### src/rtl/irqd_pkg.sv
package irqd_pkg;
   localparam int ID_W   = 10;
   localparam logic [ID_W-1:0] SPURIOUS = 10'd1023;
   localparam int BANK_N = 32;
   localparam int BW     = 5;
   localparam int ID_TMR = 29;
   localparam int ID_WDG = 30;

   typedef enum logic [1:0] {K_CFG = 2'd0, K_ROUTE = 2'd1, K_SGI = 2'd2, K_NONE = 2'd3} kind_e;
   typedef enum logic [1:0] {R_ONE = 2'd0, R_GROUP = 2'd1, R_ALL = 2'd2, R_NONE = 2'd3} route_e;
   typedef enum logic [1:0] {S_LISTED = 2'd0, S_OTHERS = 2'd1, S_SELF = 2'd2, S_NONE = 2'd3} sgi_e;
endpackage

### src/rtl/irqd_cell.sv
module irqd_cell (
   input  logic clk,
   input  logic rst_n,
   input  logic set,
   input  logic ack,
   input  logic eoi,
   output logic pend,
   output logic act
);
   always_ff @(posedge clk) begin
      if (!rst_n) begin
         pend <= 1'b0;
         act  <= 1'b0;
      end else begin
         pend <= (pend & ~ack) | set;
         if (ack)      act <= 1'b1;
         else if (eoi) act <= 1'b0;
      end
   end
endmodule

### src/rtl/irqd_pick.sv
module irqd_pick #(
   parameter int NID    = 64,
   parameter int PRIO_W = 4,
   parameter int ID_W   = 10
) (
   input  logic [NID-1:0]        cand,
   input  logic [NID*PRIO_W-1:0] prio,
   output logic                  hit,
   output logic [ID_W-1:0]       win
);
   logic [PRIO_W-1:0] best;

   always_comb begin
      hit  = 1'b0;
      win  = '0;
      best = '1;
      for (int i = 0; i < NID; i++) begin
         if (cand[i] && (!hit || prio[i*PRIO_W +: PRIO_W] < best)) begin
            hit  = 1'b1;
            best = prio[i*PRIO_W +: PRIO_W];
            win  = ID_W'(i);
         end
      end
   end
endmodule

### src/rtl/mp_irq_distributor.sv
module mp_irq_distributor
   import irqd_pkg::*;
#(
   parameter int NCORE  = 4,
   parameter int NID    = 64,
   parameter int NSGI   = 16,
   parameter int PRIO_W = 4,
   localparam int CW    = $clog2(NCORE),
   localparam int IDX_W = $clog2(NID),
   localparam int NSHR  = NID - BANK_N,
   localparam int SW    = $clog2(NSHR),
   localparam int AW    = IDX_W + 2,
   localparam int DW    = 12
) (
   input  logic                  clk,
   input  logic                  rst_n,
   input  logic [NSHR-1:0]       hw_irq,
   input  logic [2*NCORE-1:0]    priv_irq,
   input  logic                  cfg_we,
   input  logic [CW-1:0]         cfg_core,
   input  logic [AW-1:0]         cfg_addr,
   input  logic [DW-1:0]         cfg_wdata,
   input  logic [NCORE-1:0]      ack_rd,
   input  logic [NCORE-1:0]      eoi_wr,
   input  logic [NCORE*ID_W-1:0] eoi_id,
   output logic [NCORE*ID_W-1:0] ack_id,
   output logic [NCORE-1:0]      irq_req
);
   if (NCORE < 2 || NCORE > 4) begin : g_bad_core
      $error("NCORE must be 2..4");
   end
   if (NID <= BANK_N || NID % BANK_N != 0 || NID > 1024) begin : g_bad_nid
      $error("NID must be a multiple of 32 above 32");
   end
   if (NSGI < 1 || NSGI > 16) begin : g_bad_sgi
      $error("NSGI must be 1..16");
   end
   if (PRIO_W < 1 || PRIO_W > 4) begin : g_bad_prio
      $error("PRIO_W must be 1..4");
   end

   logic [NSHR-1:0]    hw_q,   hw_rise;
   logic [2*NCORE-1:0] priv_q, priv_rise;
   assign hw_rise   = hw_irq & ~hw_q;
   assign priv_rise = priv_irq & ~priv_q;

   kind_e            kind;
   logic [IDX_W-1:0] aid, sidx_full;
   logic [SW-1:0]    sidx;
   logic [BW-1:0]    bidx;
   logic             is_bank;
   assign kind      = kind_e'(cfg_addr[AW-1 -: 2]);
   assign aid       = cfg_addr[IDX_W-1:0];
   assign is_bank   = aid < IDX_W'(BANK_N);
   assign sidx_full = aid - IDX_W'(BANK_N);
   assign sidx      = sidx_full[SW-1:0];
   assign bidx      = aid[BW-1:0];

   logic [NCORE-1:0][BANK_N-1:0]             bank_en;
   logic [NCORE-1:0][BANK_N-1:0][PRIO_W-1:0] bank_prio;
   logic [NSHR-1:0]                          shr_en;
   logic [NSHR-1:0][PRIO_W-1:0]              shr_prio;
   logic [NSHR-1:0][NCORE-1:0]               shr_tgt;

   always_ff @(posedge clk) begin
      if (!rst_n) begin
         hw_q      <= '0;
         priv_q    <= '0;
         bank_en   <= '0;
         bank_prio <= '0;
         shr_en    <= '0;
         shr_prio  <= '0;
         for (int k = 0; k < NSHR; k++) shr_tgt[k] <= NCORE'(1);
      end else begin
         hw_q   <= hw_irq;
         priv_q <= priv_irq;
         if (cfg_we && kind == K_CFG) begin
            if (is_bank) begin
               bank_en[cfg_core][bidx]   <= cfg_wdata[0];
               bank_prio[cfg_core][bidx] <= cfg_wdata[4 +: PRIO_W];
            end else begin
               shr_en[sidx]   <= cfg_wdata[0];
               shr_prio[sidx] <= cfg_wdata[4 +: PRIO_W];
            end
         end
         if (cfg_we && kind == K_ROUTE && !is_bank) begin
            case (route_e'(cfg_wdata[1:0]))
               R_ONE:   shr_tgt[sidx] <= NCORE'(1) << cfg_wdata[4 +: CW];
               R_GROUP: shr_tgt[sidx] <= cfg_wdata[8 +: NCORE];
               R_ALL:   shr_tgt[sidx] <= '1;
               default: ;
            endcase
         end
      end
   end

   // software command decode: which cores receive the private copy
   logic [NCORE-1:0] sgi_hit;
   logic [3:0]       sgi_id;
   assign sgi_id = cfg_wdata[3:0];
   always_comb begin
      for (int c = 0; c < NCORE; c++) begin
         sgi_hit[c] = 1'b0;
         if (cfg_we && kind == K_SGI) begin
            case (sgi_e'(cfg_wdata[9:8]))
               S_LISTED: sgi_hit[c] = cfg_wdata[4 +: CW] == CW'(c);
               S_OTHERS: sgi_hit[c] = cfg_core != CW'(c);
               S_SELF:   sgi_hit[c] = cfg_core == CW'(c);
               default:  sgi_hit[c] = 1'b0;
            endcase
         end
      end
   end

   logic [NCORE-1:0][ID_W-1:0] win_id;
   logic [NCORE-1:0]           win_v, lost, take;
   logic [NCORE-1:0][BANK_N-1:0] bank_pend, bank_act;
   logic [NSHR-1:0] shr_pend, shr_act, shr_ack, shr_eoi;

   for (genvar c = 0; c < NCORE; c++) begin : g_core
      for (genvar i = 0; i < BANK_N; i++) begin : g_id
         if (i < NSGI || i == ID_TMR || i == ID_WDG) begin : g_cell
            logic set_i, ack_i, eoi_i;
            if (i < NSGI) begin : g_sgi
               assign set_i = sgi_hit[c] && sgi_id == 4'(i);
            end else if (i == ID_TMR) begin : g_tmr
               assign set_i = priv_rise[2*c];
            end else begin : g_wdg
               assign set_i = priv_rise[2*c+1];
            end
            assign ack_i = take[c] && win_id[c] == ID_W'(i);
            assign eoi_i = eoi_wr[c] && eoi_id[c*ID_W +: ID_W] == ID_W'(i);
            irqd_cell u_cell (
               .clk(clk), .rst_n(rst_n), .set(set_i), .ack(ack_i), .eoi(eoi_i),
               .pend(bank_pend[c][i]), .act(bank_act[c][i])
            );
         end else begin : g_none
            assign bank_pend[c][i] = 1'b0;
            assign bank_act[c][i]  = 1'b0;
         end
      end
   end

   for (genvar k = 0; k < NSHR; k++) begin : g_shr
      logic [NCORE-1:0] am, em;
      for (genvar c = 0; c < NCORE; c++) begin : g_m
         assign am[c] = take[c] && win_id[c] == ID_W'(BANK_N + k);
         assign em[c] = eoi_wr[c] && eoi_id[c*ID_W +: ID_W] == ID_W'(BANK_N + k);
      end
      assign shr_ack[k] = |am;
      assign shr_eoi[k] = |em;
      irqd_cell u_cell (
         .clk(clk), .rst_n(rst_n), .set(hw_rise[k]), .ack(shr_ack[k]), .eoi(shr_eoi[k]),
         .pend(shr_pend[k]), .act(shr_act[k])
      );
   end

   logic [NCORE-1:0][NID-1:0]        cand;
   logic [NCORE-1:0][NID*PRIO_W-1:0] cprio;
   always_comb begin
      for (int c = 0; c < NCORE; c++) begin
         for (int i = 0; i < NID; i++) begin
            if (i < BANK_N) begin
               cand[c][i] = bank_pend[c][i] & ~bank_act[c][i] & bank_en[c][i];
               cprio[c][i*PRIO_W +: PRIO_W] = bank_prio[c][i];
            end else begin
               cand[c][i] = shr_pend[i-BANK_N] & ~shr_act[i-BANK_N] &
                            shr_en[i-BANK_N] & shr_tgt[i-BANK_N][c];
               cprio[c][i*PRIO_W +: PRIO_W] = shr_prio[i-BANK_N];
            end
         end
      end
   end

   for (genvar c = 0; c < NCORE; c++) begin : g_pick
      irqd_pick #(.NID(NID), .PRIO_W(PRIO_W), .ID_W(ID_W)) u_pick (
         .cand(cand[c]), .prio(cprio[c]), .hit(win_v[c]), .win(win_id[c])
      );
   end

   // a shared ID claimed by several cores in one cycle goes to the lowest core
   always_comb begin
      for (int c = 0; c < NCORE; c++) begin
         lost[c] = 1'b0;
         for (int d = 0; d < c; d++) begin
            if (ack_rd[d] && win_v[d] && win_id[d] == win_id[c] &&
                win_id[c] >= ID_W'(BANK_N))
               lost[c] = 1'b1;
         end
         take[c] = ack_rd[c] & win_v[c] & ~lost[c];
         ack_id[c*ID_W +: ID_W] = (win_v[c] && !lost[c]) ? win_id[c] : SPURIOUS;
      end
   end

   assign irq_req = win_v;
endmodule

### config.mk
export PLATFORM = sky130hd
export DESIGN_NAME = mp_irq_distributor
export DESIGN_NICKNAME = d
export VERILOG_FILES = /design/src/rtl/irqd_pkg.sv /design/src/rtl/irqd_cell.sv /design/src/rtl/irqd_pick.sv /design/src/rtl/mp_irq_distributor.sv
export SDC_FILE = /design/constraint.sdc
export NUM_CORES = 2
export LEC_CHECK = 0
export BUFFER_PORTS_ARGS = -buffer_cell sky130_fd_sc_hd__buf_2
export CAP_MARGIN = 20
export CORE_MARGIN = 2
export CORE_UTILIZATION = 30
export DETAILED_ROUTE_END_ITERATION = 16
export SLEW_MARGIN = 20
export SYNTH_ARGS = -nofsm -noshare
export SYNTH_HDL_FRONTEND = slang
export SYNTH_SLANG_ARGS = --single-unit
### constraint.sdc
create_clock -name clk -period 301 [get_ports clk]
set_input_delay 90.3 -clock clk [delete_from_list [all_inputs] [get_ports clk]]
set_output_delay 90.3 -clock clk [all_outputs]
set_load 0.1 [all_outputs]
==> impl_metrics.json <==
{
  "ys_seq_elements": 896,
  "cp.depth": 8,
  "reg2reg_from": "g_core[1].g_id[0].g_cell.u_cell.act$_SDFFE_PN0P_",
  "die_h_um": 518,
  "reg2reg_depth": 353,
  "slew_violations": 0,
  "grt_usage_pct": 24.2,
  "row_count": 188,
  "fin_skew_ns": 0.0441,
  "layout-drive-gt1-share_pct": 9.69,
  "drt_iter0_markers": 10100,
  "cts_tree": "built",
  "synth_area_leaders": "dfxtp_1 23%, nand2_1 7.0%, a21oi_1 6.8%, nor2_1 5.7%, ha_1 4.9%",
  "boundaryPins": 157,
  "path_cells": "buf_2 > nand2_1 > nor2_1 > o21ai_0 > or4_1 > and2_1 > nand2_1 > buf_2",
  "die_x_um": 518,
  "netlist_instances": 11100,
  "ant_nets": 0,
  "grt_max_degree": 230,
  "worstPathMaxFanout": 9,
  "cts.sinks": 896,
  "die-area_um2": 268000,
  "drt-total-wl_mm": 344,
  "nets": 11400,
  "critPathSlowestCell": "or4_1",
  "min-delay-start": "hw_q[17]$_SDFF_PN0_",
  "timing.final.crit_share_pct": 61.0,
  "syn_nets": 11500,
  "tns_ns": 0,
  "synth_top_area_share_pct": 22.7,
  "cp.arrival_ns": 93.27,
  "syn-cell-area_um2": 79200,
  "cpLargestDelayFamily": "simple AND/OR/NAND/NOR gates",
  "route.detailed.drc": 0,
  "relSlewSlack_pct": 14.7,
  "seq_area_frac_synth_pct": 22.7,
  "vias_per_cell": 5.92,
  "fmaxAchievable_mhz": 5.45,
  "min_path_cells": 1,
  "wire_per_inst_um": 23.6,
  "reg2reg_slack_ns": 220.42,
  "hold_path.class": "reg2reg",
  "critPathMaxStageDelay_ns": 0.68,
  "async_flop_share_pct": 0,
  "p_total_mw": 0.272,
  "dominantRegCellSynth": "dfxtp_1",
  "grt_pass1_wl_mm": 507,
  "cp_num_buf_inv": 2,
  "yosysWarnings": 0,
  "p_leak_nw": 34.3,
  "root_buffer": "clkbuf_16",
  "worst_pin_slew_ns": 1.27,
  "synth.most_common_cell": "nand2_1",
  "ys_top_cells_by_count": "1487 x nand2_1, 1203 x nor2_1, 1077 x a21oi_1, 896 x dfxtp_1, 672 x nand3_1",
  "first_pass_iters": 9,
  "outcome": "complete, no violations",
  "powerDensity_nw_per_um2": 3.13,
  "grt_overflow": 0,
  "hold_end": "g_shr[17].u_cell.pend$_SDFF_PN0_",
  "yosysUniqueCellTypes": 169,
  "hold_violations": 0,
  "gp_congestion": 1.02,
  "peakVddDrop_uv": 4.23,
  "grt_pass1_vias": 78000,
  "clk_path_buf_depth": 3,
  "cts_setup_buffers": 0,
  "cts.repair.resized": 0,
  "antenna_found_initial": 37,
  "rsz0062_at_grt": "no",
  "critical_path_class": "in2out",
  "setup_violations": 0,
  "syn_avg_cell_area_um2": 7.12,
  "vias": 86400,
  "maxCapViolCount": 0,
  "cp-end-kind": "primary output",
  "clkSlewWorstSetupHoldPaths_ns": 0.07,
  "ctsHoldBuffers": 0,
  "start_util_pct": 30.2,
  "synth_edf_count": 0,
  "hpwl_mm": 262,
  "syn_to_final_growth_pct": 9.89,
  "coreArea_um2": 263000,
  "synth_top_cell_by_area": "dfxtp_1",
  "cts_buffers": 102,
  "fin_crit_ns": 183.57,
  "worstPathRequired_ns": 210.70,
  "r2r_end": "g_shr[7].u_cell.act$_SDFFE_PN0P_",
  "start_kind": "input pin",
  "htree_levels": 3,
  "clkLatencyLatePin_ns": 0.78,
  "io_buffers": 156
}
==> worst max-delay path by stage <==
stage | start | to | slack [ns]
2_1_floorplan | ack_rd[0] | ack_id[17] | 118.06
3_3_place_gp | ack_rd[0] | ack_id[17] | 117.52
3_5_place_dp | ack_rd[0] | ack_id[12] | 117.48
4_1_cts | ack_rd[0] | ack_id[18] | 117.48
5_1_grt | ack_rd[0] | ack_id[18] | 117.32
6_report | ack_rd[0] | ack_id[12] | 117.43
==> worst register-to-register path, delay by kind of cell (launching register included) <==
kind	cells	cell delay [ns]
multiplexers	25	8.14
AO/OA/AOI/OAI	140	34.78
adder cells (fa/ha/maj)	49	14.13
AND/OR/NAND/NOR	112	20.86
flip-flops	1	0.37
buffers and inverters	27	2.14
==> cell families after synthesis <==
family	count (synthesis)	share of synthesized area [%]
AND/OR/NAND/NOR	4540	26.8
AO/OA/AOI/OAI	3628	31.1
buffers and inverters	1057	5.54
flip-flops	896	22.7
multiplexers	536	7.14
adder cells (fa/ha/maj)	399	6.04
XOR/XNOR	70	0.774
==> through the flow <==
step	setup WS, ns	utilization, %	instance area (um2)	std cells	hold WS, ns
after floorplan	118.06	-	79200	11100	0.391
after global placement	117.52	31.7	83300	14400	0.394
after detailed placement	117.48	31.7	83300	14400	0.400
after CTS	117.48	33.1	86900	14600	0.408
after global routing	117.32	33.1	87000	14600	0.418
final	117.43	33.1	87000	14600	0.411
==> final cells by class <==
type                       count  area, um2
inverter                     459       1730
multi-input combinational   9173      57100
timing repair buffer         326       2110
tap                         3515       4400
sequential                   896      17900
fill                       28600     176000
clock buffer                 134       2910
antenna                       23       57.6
clock inverter                56        733
==> state kept, by name, indices dropped and copies added (netlist names) <==
name                            count
bank_prio                         288
g_shr.u_cell.act                   32
shr_tgt                           128
cprio                             128
g_core.g_id.g_cell.u_cell.pend     72
bank_en                            72
g_shr.u_cell.pend                  32
g_core.g_id.g_cell.u_cell.act      72
priv_q                              8
hw_q                               32
shr_en                             32
==> placed cells by master (no fill, tap or decap), drive strengths merged, types with 52 or more instances in the layout <==
cell    count
or2       105
a31oi     128
a221o      52
nand2b    111
inv       450
o21a      106
o21ai     732
a211o      64
nand3b     77
a22oi     150
o211ai    121
and2      153
mux2      163
nor4       52
ha        310
a211oi    150
and3      110
nand2    1493
or3        60
xnor2      52
nand4      72
maj3       89
o31ai      64
mux2i     373
dfxtp     896
nor3      204
a21oi    1091
clkbuf    134
nand3     676
a21o      179
nor2b      93
buf       326
o22ai     118
nor2     1211
==> where the power goes <==
part           switching (mW)  leakage [nW]  internal [mW]  total, mW
Clock                  0.0587          1.78         0.0797      0.138
Combinational          0.0113          25.2        0.00252     0.0138
Sequential           0.000521          7.24          0.119      0.120
==> per-layer routing <==
layer / GRT usage, % / vias to the layer above / routed length (um)
li1: - / 40600 / -
met1: 31.7 / 41100 / 144000
met2: 37.6 / 3881 / 150000
met3: 3.52 / 783 / 28300
met4: 14.4 / 8 / 22100
met5: 0 / - / 51
Note: power is estimated with default switching activity, not from simulation.
